`src/rtl/leg_offset_calc.sv`:
```
module leg_offset_calc #(
  parameter int W = 16,
  parameter int G = 2
) (
  input  logic                clk,
  input  logic                rst_n,
  input  logic                in_valid,
  input  logic                mode_sumzero,
  input  logic signed [W-1:0] ref_a1,
  input  logic signed [W-1:0] ref_b1,
  input  logic signed [W-1:0] ref_b2,
  output logic                out_valid,
  output logic signed [W-1:0] out_a1,
  output logic signed [W-1:0] out_b1,
  output logic signed [W-1:0] out_a2,
  output logic signed [W-1:0] out_b2
);
  localparam int XW = W + G;
  localparam logic signed [XW-1:0] XPOS = {{(G+1){1'b0}}, {(W-1){1'b1}}};
  localparam logic signed [XW-1:0] XNEG = {{(G+1){1'b1}}, {(W-1){1'b0}}};
  localparam logic signed [W-1:0]  OPOS = {1'b0, {(W-1){1'b1}}};
  localparam logic signed [W-1:0]  ONEG = {1'b1, {(W-1){1'b0}}};

  function automatic logic signed [XW-1:0] smax(input logic signed [XW-1:0] p, input logic signed [XW-1:0] q);
    return (p > q) ? p : q;
  endfunction

  function automatic logic signed [XW-1:0] smin(input logic signed [XW-1:0] p, input logic signed [XW-1:0] q);
    return (p < q) ? p : q;
  endfunction

  function automatic logic signed [W-1:0] clamp(input logic signed [XW-1:0] v);
    if (v > XPOS) return OPOS;
    if (v < XNEG) return ONEG;
    return v[W-1:0];
  endfunction

  logic signed [XW-1:0] xa1, xb1, xb2, zero, hi, lo, off;
  logic mode_q;

  assign xa1  = {{G{ref_a1[W-1]}}, ref_a1};
  assign xb1  = {{G{ref_b1[W-1]}}, ref_b1};
  assign xb2  = {{G{ref_b2[W-1]}}, ref_b2};
  assign zero = '0;
  assign hi   = smax(smax(xa1, xb1), smax(xb2, zero));
  assign lo   = smin(smin(xa1, xb1), smin(xb2, zero));
  assign off  = mode_sumzero ? -((xa1 + xb1 + xb2) >>> 2) : -((hi + lo) >>> 1);

  always_ff @(posedge clk) begin
    if (!rst_n) begin
      out_valid <= 1'b0;
      mode_q    <= 1'b0;
      out_a1    <= '0;
      out_b1    <= '0;
      out_a2    <= '0;
      out_b2    <= '0;
    end else begin
      out_valid <= in_valid;
      if (in_valid) begin
        mode_q <= mode_sumzero;
        out_a1 <= clamp(xa1 + off);
        out_b1 <= clamp(xb1 + off);
        out_a2 <= clamp(off);
        out_b2 <= clamp(xb2 + off);
      end
    end
  end

  logic signed [XW-1:0] ea1, eb1, ea2, eb2, ohi, olo, osum;
  logic at_rail;
  assign ea1  = {{G{out_a1[W-1]}}, out_a1};
  assign eb1  = {{G{out_b1[W-1]}}, out_b1};
  assign ea2  = {{G{out_a2[W-1]}}, out_a2};
  assign eb2  = {{G{out_b2[W-1]}}, out_b2};
  assign ohi  = smax(smax(ea1, eb1), smax(ea2, eb2));
  assign olo  = smin(smin(ea1, eb1), smin(ea2, eb2));
  assign osum = ea1 + eb1 + ea2 + eb2;
  assign at_rail = (out_a1 == OPOS) || (out_a1 == ONEG) || (out_b1 == OPOS) || (out_b1 == ONEG) ||
                   (out_a2 == OPOS) || (out_a2 == ONEG) || (out_b2 == OPOS) || (out_b2 == ONEG);

  a_r2_strobe_follows: assert property (@(posedge clk) disable iff (!rst_n)
    $past(rst_n) |-> (out_valid == $past(in_valid)));

  a_r3_hold_idle: assert property (@(posedge clk) disable iff (!rst_n)
    ($past(rst_n) && !$past(in_valid)) |-> ($stable(out_a1) && $stable(out_b1) && $stable(out_a2) && $stable(out_b2)));

  a_r4_diff_kept: assert property (@(posedge clk) disable iff (!rst_n)
    ($past(rst_n) && out_valid && !at_rail) |->
      ((ea1 - eb1) == $past(xa1 - xb1) && (eb2 - ea2) == $past(xb2) && (ea1 - ea2) == $past(xa1)));

  a_r5_balanced: assert property (@(posedge clk) disable iff (!rst_n)
    ($past(rst_n) && out_valid && !mode_q && !at_rail) |-> ((ohi + olo) == 0 || (ohi + olo) == 1));

  a_r6_sum_zero: assert property (@(posedge clk) disable iff (!rst_n)
    ($past(rst_n) && out_valid && mode_q && !at_rail) |-> (osum >= 0 && osum <= 3));

  a_r8_mode_latched: assert property (@(posedge clk) disable iff (!rst_n)
    ($past(rst_n) && !$past(in_valid)) |-> $stable(mode_q));
endmodule

```
`config.mk`:
```
export PLATFORM = sky130hd
export DESIGN_NAME = leg_offset_calc
export DESIGN_NICKNAME = d
export VERILOG_FILES = /design/src/rtl/leg_offset_calc.sv
export SDC_FILE = /design/constraint.sdc
export NUM_CORES = 1
export LEC_CHECK = 0
export BUFFER_PORTS_ARGS = -buffer_cell sky130_fd_sc_hd__buf_2
export CORE_MARGIN = 1.5
export CORE_UTILIZATION = 35
export CTS_CLUSTER_DIAMETER = 40
export DETAILED_ROUTE_END_ITERATION = 10
export GPL_TIMING_DRIVEN = 0
export SETUP_SLACK_MARGIN = 0.5
export SLEW_MARGIN = 25
export SYNTH_ARGS = -nofsm -noshare
export SYNTH_HDL_FRONTEND = slang
export SYNTH_SLANG_ARGS = --single-unit
```
`constraint.sdc`:
```
create_clock -name clk -period 25.2 [get_ports clk]
set_input_delay 1.26 -clock clk [delete_from_list [all_inputs] [get_ports clk]]
set_output_delay 1.26 -clock clk [all_outputs]
set_load 0.02 [all_outputs]
```
=== Word level (Yosys, flattened, before mapping) ===
Index checks and enable logic that the tools add are counted.

* Register bits after elaboration: 65
* Input port bits: 52
* Output and inout port bits: 65
* Logic and storage cells: 78

* Add/sub/neg operators: 8
* Multiplexer cells: 51
* $lt $le $gt $ge: 14

{| class="wikitable"
|+ Operators by type and width
! kind !! number
|-
| $mux W16 || 16
|-
| $mux W18 || 7
|-
| $gt A18 B16 Y1 const B || 4
|-
| $lt A18 B16 Y1 const B || 4
|-
| $add A16 B18 Y18 || 3
|-
| $mux W1 || 28
|-
| $add A17 B16 Y18 || 1
|-
| $add A18 B18 Y18 || 1
|-
| $gt A18 B18 Y1 || 1
|-
| $lt A18 B18 Y1 || 1
|-
| $neg A16 Y18 || 1
|-
| $neg A17 Y18 || 1
|-
| $add A16 B16 Y17 || 1
|-
| $gt A16 B1 Y1 const B || 1
|-
| $gt A16 B16 Y1 || 1
|-
| $lt A16 B1 Y1 const B || 1
|-
| $lt A16 B16 Y1 || 1
|}

=== Depth between registers and ports, before layout ===
Gate-level depths: netlist (run 1).

* Depth in word-level cells: 17
* Gate-level depth with buffers: 47

=== Least setup slack after synthesis (run 1) ===
No wires, ideal clock.

* Kind: input to register
* Start: in ref_b1[14]
* End: reg out_a1[1]
* Data arrival time: 10.471 ns
* Data required time: 25.083 ns
* Slack: 14.612 ns
* Buffers on the path: 3
* Cell stages on the path: 43
* Setup time: 0.117 ns
* Path through: inv_1 ha_1 nand3_1 or4_4 a21oi_4 nor4_1 nor2_1 clkbuf_1 mux2_2 ha_1 a21oi_1 a21oi_1 a2111oi_0 o211ai_1 and2_1 clkbuf_1 clkbuf_1 nand2_1 [7 not listed] or3_1 a21boi_0 mux2i_2 nor4bb_4 nand2_1 xor2_1 o21a_1 ha_1 o21a_1 o21ai_0 a21oi_1 o311a_1 o2111a_1 or3_1 a311oi_1 mux2i_4 and2_1 a32o_1

* Longest elaborated chain between the ends: 15
* Elaborated cells between the ends (all ways): 27

{| class="wikitable"
|+ Ends and longest elaborated chain
! item !! line !! text
|-
| from (decl) || 10 || <nowiki>input logic signed [W-1:0] ref_b1,</nowiki>
|-
| $gt A16 B16 Y1 / $lt A16 B16 Y1 (equally long branches) || 25, 29 ||
|-
| $mux W18 (on tied branches) || 25, 29 ||
|-
| $gt A18 B18 Y1 / $lt A18 B18 Y1 (equally long branches) || 25, 29 ||
|-
| $mux W18 (on tied branches) || 25, 29 ||
|-
| $add A18 B18 Y18 || 47 || <nowiki>assign off = mode_sumzero ? -((xa1 + xb1 + xb2) >>> 2) : -((hi + lo) >>> 1);</nowiki>
|-
| $neg A17 Y18 || 47 ||
|-
| $mux W18 (*) || 47 ||
|-
| $add A16 B18 Y18 (*) || 61 || <nowiki>out_a1 <= clamp(xa1 + off);</nowiki>
|-
| $lt A18 B16 Y1 || 34 || <nowiki>if (v < XNEG) return ONEG;</nowiki>
|-
| $mux W1 (2 in series) || 34 ||
|-
| $mux W1 || 59 || <nowiki>if (in_valid) begin</nowiki>
|-
| $mux W1 || 50 || <nowiki>if (!rst_n) begin</nowiki>
|-
| $mux W16 || 35 || <nowiki>return v[W-1:0];</nowiki>
|-
| $mux W16 (*) || 34 ||
|-
| to (signal assigned) || 61 ||
|-
| to (decl) || 13 || <nowiki>output logic signed [W-1:0] out_a1,</nowiki>
|}

Every way passes the cells marked *; elsewhere a longest branch is shown, timed or not. The select of a mux whose other input is x is not followed.
A chain may end at the register's enable or synchronous reset.

=== Worst setup path in the final report (run 1) ===
* Start: in ref_b1[15]
* End: reg out_b2[4]

* Longest elaborated chain between the ends: 15
* Elaborated cells between the ends (all ways): 27

{| class="wikitable"
|+ Ends and longest elaborated chain
! item !! line !! text
|-
| $gt A16 B16 Y1 / $lt A16 B16 Y1 (equally long branches) || 25, 29 ||
|-
| $mux W18 (on tied branches) || 25, 29 ||
|-
| $gt A18 B18 Y1 / $lt A18 B18 Y1 (equally long branches) || 25, 29 ||
|-
| $mux W18 (on tied branches) || 25, 29 ||
|-
| $add A18 B18 Y18 || 47 ||
|-
| $neg A17 Y18 || 47 ||
|-
| $mux W18 (*) || 47 ||
|-
| $add A16 B18 Y18 (*) || 64 || <nowiki>out_b2 <= clamp(xb2 + off);</nowiki>
|-
| $lt A18 B16 Y1 || 34 ||
|-
| $mux W1 (2 in series) || 34 ||
|-
| $mux W1 || 59 ||
|-
| $mux W1 || 50 ||
|-
| $mux W16 || 35 ||
|-
| $mux W16 (*) || 34 ||
|-
| to (signal assigned) || 64 ||
|-
| to (decl) || 16 || <nowiki>output logic signed [W-1:0] out_b2</nowiki>
|}

Marks and branches as above.

==> summary.txt, run 1 <==
Clock network
  – Post-CTS Hold Buffers: 0
  – # resized after CTS: 0
  – CTS Root Cell: clkbuf_16
  – Setup bufs post-CTS: 0
  – CTS tree: built
  – CTS H-tree lvls: 3
  – Clk pin slew, worst setup/hold paths: 60 ps
  – Clock Path Buffers: 2
  – Clock sink count: 65
  – CTS Buf Count: 9
  – Worst skew pair latency: 340 ps

Logic synthesis
  – Gate Count Post-Synth: 1357
  – Syn. warnings: 0
  – Flops & latches, synth: 65
  – Cell area after synthesis: 0.0103 mm²
  – Ys flop type: dfxtp_1
  – EDFF count, synth: 0
  – Register area share after synthesis: 12.6%
  – FFs w/ async S/R, synth: 0%
  – Post-synthesis cell type count: 103
  – Syn Nets: 1560
  – Syn Area/Cell: 7.58 µm²

Critical path
  – Crit path arrival time: 13240 ps
  – Crit path kind: in -> reg
  – Maximum fanout along the worst path: 10
  – Most frequent CP cell: ha_1
  – CP endpoint kind: flip-flop
  – Worst path slowest cell: a311oi_1
  – CP required: 25430 ps
  – Startpoint types: input pin
  – Largest stage delay on the critical path: 660 ps

STA
  – Max Clk Rate: 76.8 MHz
  – Worst-margin pin slew: 1040 ps
  – Setup violators final: 0
  – TNS Setup: 0 ps
  – Skew final: 0 ps
  – PnR worst setup slack: 12190 ps
  – Final period util: 51.6%
  – Minimum clock period after layout: 13010 ps
  – Hold Fails Final Rpt: 0
  – Rel. slew slack: 29.8%
  – RSZ-0062 raised after global routing: no
  – Final Slew Violations: 0

Placed design
  – Pre-CTS setup slack: 12100 ps
  – # port buffers: 115
  – Hpwl dp: 31400 µm
  – DP Cell Count: 1857
  – GPL Wtd Cong: 0.984
  – Dpl cell area: 0.0114 mm²

Power and ir drop
  – Power per cell area: 137 mW/mm²
  – Pleak: 5.11 nW
  – Peak VDD IR: 41.9 µV
  – Power Total: 1.60 mW

Route
  – DRC viols: 0
  – Drt wl/cell: 20.6 µm
  – WL final: 38600 µm
  – Drt via density: 5.80
  – Iter 0 DRT Violations: 887
  – DR vias: 10900
  – Post-route ant nets: 0
  – DRT Pass-1 Iters: 7

Finish
  – Synthesis-to-layout area growth: 13.2%
  – Layout cell share with drive strength beyond 1: 14.5%
  – Most common cell after layout, fill and taps aside: nand2_1
  – Most frequent cells in the layout: nand2_1 (155), ha_1 (131), o21ai_0 (130), buf_2 (119), a21oi_1 (116)
  – Layout Cell Area excl Fill: 0.0117 mm²
  – Fillcell total: 3042
  – Fin cells: 1874
  – Nets: 1687
  – Multi-input logic area: 0.00851 mm²
  – Flip-flop and latch area: 0.00130 mm²

Floorplanning
  – DIE HEIGHT: 174 µm
  – Row count: 62
  – Ports: 117
  – Die ar.: 0.0304 mm²
  – Initial Util: 35.7%
  – Die width: 174 µm
  – Core Area: 0.0289 mm²

Global route
  – Vias in the first global route: 10000
  – First-pass GRT wire length: 58200 µm
  – Largest net degree at the start of global routing: 11
  – GRT Residual Overflow: 0
  – Antenna violations before repair: 1
  – Global Route Usage Sum: 25.1%

Worst hold path
  – Hold/Removal Path Class: reg -> reg

Status
  – Status: complete, no violations

Job
  – Max Cap Viol: 0
[power breakdown]
group	switching [mW]	internal [mW]	leakage (nW)	total (mW)
sequential	0.0175	0.142	0.541	0.159
clock	0.0462	0.0790	0.144	0.125
combinational	0.816	0.498	4.42	1.31
total	0.880	0.719	5.11	1.60
[worst paths after layout]
check             startpoint         end  slack [ps]  cells after the start
hold / removal    out_b2[15]  out_b2[15]         480                      1
setup reg to reg   out_a2[7]   out_a2[7]       24330                      3
setup / recovery  ref_b1[15]   out_b2[4]       12190                     44
hold reg to reg   out_b2[15]  out_b2[15]         480                      1
[sequential cells by signal (all words and copies together) (netlist names)]
register   flops
out_a2        16
out_b1        16
out_a1        16
out_valid      1
out_b2        16
[cell type report]
| class | instances | share of cell area [%] |
|---|---|---|
| multi-input cells | 1175 | 73.0 |
| flip-flops and latches | 65 | 11.2 |
| repair buffers | 116 | 5.00 |
| well taps | 384 | 4.12 |
| inverters | 68 | 2.19 |
| clock buffers | 13 | 2.15 |
| plain buffers | 49 | 2.01 |
| clock inverters | 3 | 0.344 |
| diodes | 1 | 0.0215 |
[routing by layer]
metal | global-route usage [%] | routed length, µm | up-vias
met4 | 11.5 | 1860 | 0
met3 | 4.31 | 2610 | 85
met2 | 40.3 | 16900 | 368
met5 | 0 | 0 | -
li1 | - | - | 5288
met1 | 32.6 | 17200 | 5120
[cell usage after synthesis, drive strengths merged (5+ instances only)]
master,count,share of area (%)
nand3,29,1.4
nand3b,8,0.58
a32o,5,0.49
a311oi,10,1.0
nand4,18,1.1
and2,26,1.6
xor2,26,2.3
fa,20,3.9
nor2,71,2.6
nand2b,18,1.1
mux2,22,2.4
nor4,15,0.91
a21oi,128,6.8
nor2b,18,1.1
xnor2,50,4.3
o21ai,151,7.5
ha,131,16
mux2i,11,1.5
a211oi,9,0.71
clkbuf,36,1.3
a31o,7,0.60
and3,14,0.90
o21a,31,2.3
a31oi,19,1.5
a21o,27,2.0
nor3,26,1.4
dfxtp,65,13
o211a,7,0.68
nand2,155,5.7
o211ai,15,1.1
o31a,5,0.43
o31ai,6,0.44
a21boi,8,0.58
or3,16,0.97
buf,13,0.96
inv,67,2.4
[worst max-delay path: cells and delay by family]
family | cells | cell delay [ps]
AOI/OAI and AO/OA | 15 | 4010
and+or+nand+nor | 13 | 2800
buffers and inverters | 6 | 1650
adders and majority gates | 4 | 1490
xor gates and xnor gates | 4 | 1280
muxes | 2 | 720
[per-stage QoR]
stage	hold WS [ps]	utilization, %
detailed placement	469	39.4
global route	491	40.4
finish	479	40.4
global placement	461	39.3
CTS	479	40.4
floorplan	540	-
[kinds of logic (layout without fill, tap and decap cells)]
kind of cell	count (synthesis)	after routing	share of synthesized area, %
AO/OA/AOI/OAI	480	480	31.1
AND/OR/NAND/NOR	434	434	21.2
adder cells (fa/ha/maj)	151	151	19.8
buffers and inverters	117	249	4.75
XOR/XNOR	76	76	6.61
flip-flops	65	65	12.6
multiplexers	33	33	3.88
other	1	2	0.0364
No activity file was read; power rests on OpenSTA's default activity.
==> run 2: changes to the inputs <==
clock period = 12.55 ns   (was 25.2 ns; I/O delays follow)
==> summary.txt, run 2 (synthesized netlist as in run 1, its figures left out) <==
Status
  – Status: complete, no violations

Route
  – DRT Pass-1 Iters: 7
  – Iter 0 DRT Violations: 932
  – WL final: 38700 µm
  – DR vias: 10900
  – Post-route ant nets: 0
  – Drt wl/cell: 20.6 µm
  – Drt via density: 5.81
  – DRC viols: 0

Finish
  – Layout cell share with drive strength beyond 1: 15.3%
  – Most common cell after layout, fill and taps aside: nand2_1
  – Fillcell total: 3042
  – Most frequent cells in the layout: nand2_1 (155), ha_1 (131), o21ai_0 (129), buf_2 (119), a21oi_1 (115)
  – Layout Cell Area excl Fill: 0.0117 mm²
  – Synthesis-to-layout area growth: 13.8%
  – Nets: 1687

Critical path
  – Top Family by Delay on Critical Path: compound AO/OA/AOI/OAI gates
  – Worst path slowest cell: o31ai_1
  – Worst r2r dst: out_a2[12]
  – CP required: 12780 ps
  – R2R Setup Slk: 11690 ps
  – Crit. Startpoint: ref_b1[15]
  – R2r worst-path depth: 3
  – Largest stage delay on the critical path: 670 ps
  – Maximum fanout along the worst path: 10
  – Crit path arrival time: 11610 ps
  – Startpoint types: input pin
  – Critical Path End: out_a1[1]
  – Crit path kind: in -> reg
  – Reg-to-Reg Start: out_a2[12]
  – WP depth: 43
  – Most frequent CP cell: o21ai_0
  – Buf/Inv on CP: 5
  – CP endpoint kind: flip-flop

Floorplanning
  – Ports: 117
  – DIE HEIGHT: 174 µm
  – Row count: 62
  – Initial Util: 35.7%
  – Core Area: 0.0289 mm²
  – Die width: 174 µm
  – Die ar.: 0.0304 mm²

Clock network
  – Worst skew pair latency: 340 ps
  – CTS Buf Count: 9
  – CTS Root Cell: clkbuf_16
  – Clock sink count: 65
  – Clock Path Buffers: 2
  – Clk pin slew, worst setup/hold paths: 60 ps
  – Post-CTS Hold Buffers: 0
  – Setup bufs post-CTS: 0
  – CTS tree: built
  – CTS H-tree lvls: 3

STA
  – Hold Fails Final Rpt: 0
  – Worst-margin pin slew: 956 ps
  – Setup violators final: 0
  – Final period util: 90.7%
  – Minimum clock period after layout: 11380 ps
  – Final Slew Violations: 0
  – Skew final: 0 ps
  – Max Clk Rate: 87.9 MHz
  – Rel. slew slack: 35.6%
  – PnR worst setup slack: 1170 ps
  – RSZ-0062 raised after global routing: no

Power and ir drop
  – Net Sw Frac: 55.0%
  – Clk pwr share: 7.8%
  – Sequential group share of total power: 9.9%
  – Pleak: 5.13 nW
  – Power per cell area: 275 mW/mm²
  – Power Internal: 1.45 mW
  – Psw: 1.77 mW
  – Logic pwr share: 82.3%
  – Peak VDD IR: 84.0 µV

Placed design
  – GPL Wtd Cong: 0.984
  – Hpwl dp: 31400 µm
  – Dpl cell area: 0.0114 mm²
  – Pre-CTS setup slack: 80.2 ps
  – # port buffers: 115

Global route
  – Largest net degree at the start of global routing: 11
  – Antenna violations before repair: 1
  – Global Route Usage Sum: 25.1%
  – Vias in the first global route: 10100
  – GRT Residual Overflow: 0
  – First-pass GRT wire length: 58200 µm

Job
  – Max Cap Viol: 0

Worst hold path
  – Min-Delay Path Depth: 1
  – Hold/Removal Path Class: reg -> reg
run 2: how the worst min path moves through the flow:
| stage | start | endpoint | slack [ps] |
|---|---|---|---|
| floorplan | out_a1[0] | out_a1[0] | 540 |
| global placement | out_b2[15] | out_b2[15] | 460 |
| detailed placement | out_b1[15] | out_b1[15] | 470 |
| CTS | out_b2[15] | out_b2[15] | 480 |
| finish | out_b2[15] | out_b2[15] | 480 |
| global route | out_a1[0] | out_a1[0] | 490 |
run 2: power groups by stage:
stage | Clock, mW | Combinational [mW] | Sequential [mW]
after floorplan | 0 | 1.82 | 0.418
final | 0.250 | 2.65 | 0.320
after CTS | 0.254 | 2.61 | 0.320
after global placement | 0 | 2.56 | 0.322
after global routing | 0.263 | 2.90 | 0.329
after detailed placement | 0 | 2.59 | 0.324
run 2: final cells by class:
type / count / area, µm² / area share [%]
well taps: 384 / 480 / 4.10
multi-input cells: 1175 / 8560 / 73.1
diodes: 2 / 5.00 / 0.0427
clock inverters: 3 / 40.0 / 0.342
flip-flops and latches: 65 / 1300 / 11.1
inverters: 68 / 255 / 2.18
repair buffers: 116 / 583 / 4.98
clock buffers: 13 / 250 / 2.14
plain buffers: 49 / 239 / 2.04
run 2: stage by stage:
stage               total power, mW  TNS [ps]  hold WS [ps]  std cells  util [%]
floorplan                      2.24         0           540       1357         -
global placement               2.88      -992           461       1856      39.3
detailed placement             2.91         0           469       1857      39.4
CTS                            3.18         0           479       1873      40.4
global route                   3.49         0           491       1873      40.6
finish                         3.22         0           476       1875      40.6
run 2: repair_timing:
| action | CTS | global route |
|---|---|---|
| pin swaps | 0 | 0 |
| resized for setup | 1 | 19 |
| endpoints found under the setup margin | 10 | 48 |
run 2: metal layers:
| metal | up-vias | GRT usage (%) | routed length, µm |
|---|---|---|---|
| li1 | 5292 | - | - |
| met5 | - | 0 | 0 |
| met1 | 5096 | 32.6 | 16900 |
| met4 | 0 | 11.7 | 1690 |
| met3 | 84 | 4.37 | 3080 |
| met2 | 429 | 40.2 | 17000 |
run 2: worst reg2reg max path: cells and delay by family, from the launching register on:
kind,cells,cell delay (ps)
flip-flops,1,310
AO/OA/AOI/OAI,3,450
